==> config.mk <==
export PLATFORM = sky130hd
export DESIGN_NAME = hbi_interp2x
export DESIGN_NICKNAME = d
export VERILOG_FILES = /design/src/rtl/hbi_pkg.sv /design/src/rtl/hbi_tapline.sv /design/src/rtl/hbi_mac.sv /design/src/rtl/hbi_chan.sv /design/src/rtl/hbi_interp2x.sv
export SDC_FILE = /design/constraint.sdc
export NUM_CORES = 2
export LEC_CHECK = 0
export ABC_CLOCK_PERIOD_IN_PS = 13640
export BUFFER_PORTS_ARGS = -buffer_cell sky130_fd_sc_hd__buf_2
export CAP_MARGIN = 20
export CORE_MARGIN = 3
export CORE_UTILIZATION = 50
export CTS_BUF_LIST = sky130_fd_sc_hd__clkbuf_4 sky130_fd_sc_hd__clkbuf_8 sky130_fd_sc_hd__clkbuf_16
export DETAILED_ROUTE_END_ITERATION = 10
export GPL_ROUTABILITY_DRIVEN = 0
export MAX_ROUTING_LAYER = met4
export PLACE_DENSITY = 0.65
export SLEW_MARGIN = 5
export SYNTH_ARGS = -nofsm -noshare
export SYNTH_HDL_FRONTEND = slang
export SYNTH_HIERARCHICAL = 1
export SYNTH_SLANG_ARGS = --single-unit
==> constraint.sdc <==
create_clock -name clk -period 13.64 [get_ports clk]
set_input_delay 0.682 -clock clk [delete_from_list [all_inputs] [get_ports clk]]
set_output_delay 0.682 -clock clk [all_outputs]
set_load 0.01 [all_outputs]
==> src/rtl/hbi_pkg.sv <==
package hbi_pkg;
   // Number of symmetric non-zero pairs in the odd polyphase branch.
   localparam int NPAIR  = 11;
   // Coefficient scaling: the centre tap is 2**CSHIFT.
   localparam int CSHIFT = 14;
   // Signed width able to hold any odd-branch coefficient.
   localparam int COEF_W = 16;

   // Odd-branch coefficient for pair p (p = 0 is the outermost pair).
   function automatic int hb_coef(input int p);
      int mag;
      case (p)
         0:       mag = 10;
         1:       mag = 31;
         2:       mag = 69;
         3:       mag = 138;
         4:       mag = 248;
         5:       mag = 419;
         6:       mag = 678;
         7:       mag = 1083;
         8:       mag = 1776;
         9:       mag = 3282;
         default: mag = 10364;
      endcase
      // Signs alternate; the pair nearest the centre is positive.
      return (((NPAIR - 1 - p) % 2) == 0) ? mag : -mag;
   endfunction
endpackage

==> src/rtl/hbi_tapline.sv <==
module hbi_tapline #(
   parameter int DW   = 10,
   parameter int NTAP = 22
) (
   input  logic                 clk,
   input  logic                 rst,
   input  logic                 shift_en,
   input  logic signed [DW-1:0] din,
   output logic signed [DW-1:0] taps [NTAP]
);
   if (NTAP < 2) begin : g_bad
      $error("hbi_tapline: NTAP must be at least 2");
   end

   always_ff @(posedge clk) begin
      if (rst) begin
         for (int i = 0; i < NTAP; i++) taps[i] <= '0;
      end else if (shift_en) begin
         taps[0] <= din;
         for (int i = 1; i < NTAP; i++) taps[i] <= taps[i-1];
      end
   end
endmodule

==> src/rtl/hbi_mac.sv <==
module hbi_mac
   import hbi_pkg::*;
#(
   parameter int DW       = 10,
   parameter bit ROUND_EN = 1'b1,
   localparam int NTAP    = 2 * NPAIR
) (
   input  logic                 clk,
   input  logic                 rst,
   input  logic                 ld_pre,
   input  logic                 ld_acc,
   input  logic signed [DW-1:0] taps [NTAP],
   output logic signed [DW-1:0] ctr_o,
   output logic signed [DW-1:0] odd_o
);
   localparam int PS_W  = DW + 1;
   localparam int ACC_W = PS_W + COEF_W + 4;

   localparam logic signed [ACC_W-1:0] HALF =
      {{(ACC_W-CSHIFT){1'b0}}, 1'b1, {(CSHIFT-1){1'b0}}};
   localparam logic signed [ACC_W-1:0] MAXV =
      {{(ACC_W-DW+1){1'b0}}, {(DW-1){1'b1}}};
   localparam logic signed [ACC_W-1:0] MINV =
      {{(ACC_W-DW+1){1'b1}}, {(DW-1){1'b0}}};

   if (ACC_W <= CSHIFT + DW) begin : g_bad
      $error("hbi_mac: accumulator too narrow");
   end

   logic signed [PS_W-1:0]  ps_q [NPAIR];
   logic signed [ACC_W-1:0] acc_nxt, acc_q, rnd, shf;

   // Stage 1: symmetric pre-add and centre capture
   always_ff @(posedge clk) begin
      if (rst) begin
         for (int p = 0; p < NPAIR; p++) ps_q[p] <= '0;
         ctr_o <= '0;
      end else if (ld_pre) begin
         for (int p = 0; p < NPAIR; p++)
            ps_q[p] <= PS_W'(taps[p]) + PS_W'(taps[NTAP-1-p]);
         ctr_o <= taps[NPAIR];
      end
   end

   // Stage 2: eleven products summed at full precision
   always_comb begin
      acc_nxt = '0;
      for (int p = 0; p < NPAIR; p++)
         acc_nxt = acc_nxt + ACC_W'(ps_q[p]) * ACC_W'(hb_coef(p));
   end

   always_ff @(posedge clk) begin
      if (rst)         acc_q <= '0;
      else if (ld_acc) acc_q <= acc_nxt;
   end

   // Rounding variant chosen at elaboration
   if (ROUND_EN) begin : g_round
      assign rnd = acc_q + HALF;
   end else begin : g_trunc
      assign rnd = acc_q;
   end

   assign shf = rnd >>> CSHIFT;

   always_comb begin
      if (shf > MAXV)      odd_o = MAXV[DW-1:0];
      else if (shf < MINV) odd_o = MINV[DW-1:0];
      else                 odd_o = shf[DW-1:0];
   end
endmodule

==> src/rtl/hbi_chan.sv <==
module hbi_chan
   import hbi_pkg::*;
#(
   parameter int DW       = 10,
   parameter bit ROUND_EN = 1'b1
) (
   input  logic                 clk,
   input  logic                 rst,
   input  logic                 take,
   input  logic signed [DW-1:0] din,
   output logic signed [DW-1:0] dout
);
   localparam int NTAP = 2 * NPAIR;

   logic signed [DW-1:0] taps [NTAP];
   logic signed [DW-1:0] ctr, odd;

   hbi_tapline #(.DW(DW), .NTAP(NTAP)) u_line (
      .clk      (clk),
      .rst      (rst),
      .shift_en (take),
      .din      (din),
      .taps     (taps)
   );

   hbi_mac #(.DW(DW), .ROUND_EN(ROUND_EN)) u_mac (
      .clk    (clk),
      .rst    (rst),
      .ld_pre (!take),
      .ld_acc (take),
      .taps   (taps),
      .ctr_o  (ctr),
      .odd_o  (odd)
   );

   // Centre phase on take edges, odd phase on the others
   always_ff @(posedge clk) begin
      if (rst)       dout <= '0;
      else if (take) dout <= ctr;
      else           dout <= odd;
   end
endmodule

==> src/rtl/hbi_interp2x.sv <==
module hbi_interp2x #(
   parameter int DATA_W   = 10,
   parameter bit ROUND_EN = 1'b1
) (
   input  logic              clk,
   input  logic              rst,
   output logic              in_take,
   input  logic [DATA_W-1:0] i_din,
   input  logic [DATA_W-1:0] q_din,
   output logic [DATA_W-1:0] i_dout,
   output logic [DATA_W-1:0] q_dout
);
   localparam int NCH = 2;

   if (DATA_W < 4 || DATA_W > 16) begin : g_bad
      $error("hbi_interp2x: DATA_W out of supported range");
   end

   logic                     phase;
   logic signed [DATA_W-1:0] din_a  [NCH];
   logic signed [DATA_W-1:0] dout_a [NCH];

   always_ff @(posedge clk) begin
      if (rst) phase <= 1'b0;
      else     phase <= ~phase;
   end

   assign in_take  = ~phase;
   assign din_a[0] = i_din;
   assign din_a[1] = q_din;
   assign i_dout   = dout_a[0];
   assign q_dout   = dout_a[1];

   for (genvar c = 0; c < NCH; c++) begin : g_ch
      hbi_chan #(.DW(DATA_W), .ROUND_EN(ROUND_EN)) u_ch (
         .clk  (clk),
         .rst  (rst),
         .take (in_take),
         .din  (din_a[c]),
         .dout (dout_a[c])
      );
   end
endmodule

==> results.sh <==
export IMPL_max_stage_delay_ps=880
export IMPL_rsz0062_at_grt="no"
export IMPL_synthAdderAreaFrac_pct=47.14
export IMPL_slew_headroom_pct=32.59
export IMPL_cts_tree="done"
export IMPL_clockBufferDepth=3
export IMPL_setup_slack_ps=1827
export IMPL_mostFrequentLayoutCells="2163 x inv_1, 1356 x ha_1, 1246 x fa_1"
export IMPL_fin_skew_ps=56.40
export IMPL_cts_hold_buffers=0
export IMPL_finalSetupTns_ps=0
export IMPL_netlist_instances=8795
export IMPL_async_flop_share_pct=0
export IMPL_cts_sinks=753
export IMPL_post_route_min_period_ps=11810
export IMPL_clk_pin_slew_worst_paths_ps=60
export IMPL_netlist_area_leader_share_pct=28.04
export IMPL_avgViaCountPerCell=5.112
export IMPL_drtAntennaViolNets=0
export IMPL_critPathBufInv=7
export IMPL_end_kind="flip-flop"
export IMPL_wl_um=210800
export IMPL_place_inst=11050
export IMPL_vias=57370
export IMPL_postLayoutCoreUtil_pct=53.42
export IMPL_die_area_um2=183000
export IMPL_hpwl_um=181300
export IMPL_ys_types=87
export IMPL_worstPathRequired_ps=14270
export IMPL_grt_max_degree=196
export IMPL_cts_resized=0
export IMPL_synth_area_per_cell_um2=10.11
export IMPL_seq_area_frac_synth_pct=19.67
export IMPL_yosysWarnings=6
export IMPL_die_h_um=427.8
export IMPL_track_usage_pct=24.37
export IMPL_holdCritPathClass="input port to flip-flop"
export IMPL_layout_cells_non_filler=11220
export IMPL_clkLatencyLatePin_ps=730
export IMPL_synth_enable_flop_cells=242
export IMPL_yosys_area_share_simple_pct=6.623
export IMPL_row_count=154
export IMPL_grt_pass1_vias=61230
export IMPL_worstMarginPinSlew_ps=1011
export IMPL_routedWlPerCell_um=18.79
export IMPL_cp_start_kind="flip-flop"
export IMPL_io_pins=43
export IMPL_grt_pass1_wl_um=335700
export IMPL_synth_compound_gate_area_share_pct=5.884
export IMPL_synth_area_top_cells="fa_1 28%, ha_1 19%, dfxtp_1 11%, inv_1 9.1%, edfxtp_1 8.2%"
export IMPL_synth_nets=11420
export IMPL_drtIter0Drc=3093
export IMPL_path_delay_family="adder cells"
export IMPL_pre_cts_slack_ps=1792
export IMPL_worstSetupPathType="flip-flop to flip-flop"
export IMPL_fin_nets=11430
export IMPL_initial_utilization_pct=50.40
export IMPL_drt_first_pass_iters=5
export IMPL_status="complete, no violations"
export IMPL_areaGrowthSynthToFinish_pct=5.988
export IMPL_worstPathArrival_ps=12440
export IMPL_synth_xor_area_share_pct=4.342
export IMPL_io_buffer_count=42
export IMPL_ctsHtreeMaxLevel=3
export IMPL_worst_path_most_repeated_cell="fa_1"
export IMPL_finalCritPeriodShare_pct=86.60
export IMPL_ys_ff_latch=753
export IMPL_synth_flop_cell="dfxtp_1"
export IMPL_drc=0
export IMPL_synth_area_um2=88960
export IMPL_hold_violations=0
export IMPL_setup_violations=0
export IMPL_fp_dieW_um=427.8
export IMPL_overflow=0
export IMPL_fmax_mhz=84.65
export IMPL_synth_top_family_by_area="adder cells"
export IMPL_path_max_fanout=7
export IMPL_antenna_found_initial=6
export IMPL_synth_mux_area_share_pct=5.706
export IMPL_yosys_area_top_type="fa_1"
export IMPL_cts_setup_buffers=0
export IMPL_final_common_cell="inv_1"
export IMPL_drv_cap=0
export IMPL_slew_violations=0
export IMPL_slowest_stage="ha_1"
export IMPL_cts_buffers=88
export IMPL_drive_gt1_share_pct=3.007
export IMPL_cts_root_buf="clkbuf_16"
export IMPL_core_um2=176500
[final timing paths]
check	slack, ps	to	cells after the start	from
worst min register to register	500	g_ch[0].u_ch/u_mac/ctr_o[9]	2	g_ch[0].u_ch/u_mac/ctr_o[9]
worst max register to register	1830	g_ch[0].u_ch/u_mac/acc_q[26]	35	g_ch[0].u_ch/u_mac/ps_q[9][0]
worst max-delay path	1830	g_ch[0].u_ch/u_mac/acc_q[26]	35	g_ch[0].u_ch/u_mac/ps_q[9][0]
worst min-delay path	170	g_ch[0].u_ch/u_line/taps[218]	3	i_din[8]
[logic make-up (layout without fill, tap and decap cells)]
kind of cell	count (synthesis)	after routing
adder cells (fa/ha/maj)	2604	2604
AO/OA/AOI/OAI	830	830
buffers and inverters	2312	2395
XOR/XNOR	441	441
flip-flops	753	753
multiplexers	507	507
AND/OR/NAND/NOR	1348	1348
other	0	3
[flip-flops by register name, summed over array words and instances, names as in the netlist]
| signal | flops |
|---|---|
| g_ch.u_ch/u_mac/acc_q | 30 |
| g_ch.u_ch/u_mac/ps_q | 242 |
| g_ch.u_ch/dout | 20 |
| g_ch.u_ch/u_mac/ctr_o | 20 |
| phase | 1 |
| g_ch.u_ch/u_line/taps | 440 |
[synth_stat cells, types with 7 or more instances]
cell	count
a21oi_1	268
a2111o_1	13
edfxtp_1	242
or3_1	16
mux2i_1	506
o31ai_1	8
a21o_1	67
xor2_1	127
o21a_1	24
nor4_1	7
o21bai_1	66
nor3b_1	7
buf_12	44
clkbuf_1	62
inv_1	2164
a2111oi_0	13
and2_1	30
and3_1	26
a31oi_1	15
nor3_1	109
buf_2	24
a31o_2	7
nor2_1	809
buf_1	8
o21ai_1	51
o21ai_0	159
xnor2_1	314
nand2_1	142
fa_1	1246
a21boi_0	36
o211ai_1	13
nand2b_1	46
or2_2	17
nor2b_1	75
a211o_1	8
dfxtp_1	511
a211oi_1	15
nand3_1	48
ha_1	1356
[layer usage]
metal | up-vias | track usage, % | routed length (µm)
met4 | 0 | 10.08 | 10280
li1 | 27710 | - | -
met1 | 28410 | 29.21 | 88250
met3 | 320 | 2.821 | 7753
met2 | 929 | 41.70 | 104600
met5 | - | - | 0
[worst reg2reg max path: cells and delay by family (launching register included)]
family,cells,cell delay (ps)
flip-flops,1,500
adder cells (fa/ha/maj),15,7460
AND/OR/NAND/NOR,6,1120
buffers and inverters,7,870
AO/OA/AOI/OAI,6,1460
XOR/XNOR,1,280
[area by class of cell]
class | count | area, µm²
Antenna cell | 3 | 7.507
Multi-Input combinational cell | 5730 | 62010
Timing Repair Buffer | 66 | 437.9
Sequential cell | 753 | 17500
Tap cell | 2340 | 2928
Clock inverter | 42 | 526.8
Fill cell | 15840 | 82220
Inverter | 2164 | 8130
Clock buffer | 123 | 2740
[metrics by stage]
stage          instance area, µm²  hold slack (ps)
2_1_floorplan               88960            388.4
6_report                    94280            169.1
3_3_place_gp                91010            476.3
4_1_cts                     94270            97.08
5_1_grt                     94280            141.2
3_5_place_dp                91010            483.9
Power is left out: the tool's default activity adds up to more than one toggle a clock period on the data nets, which glitch-free logic cannot reach.
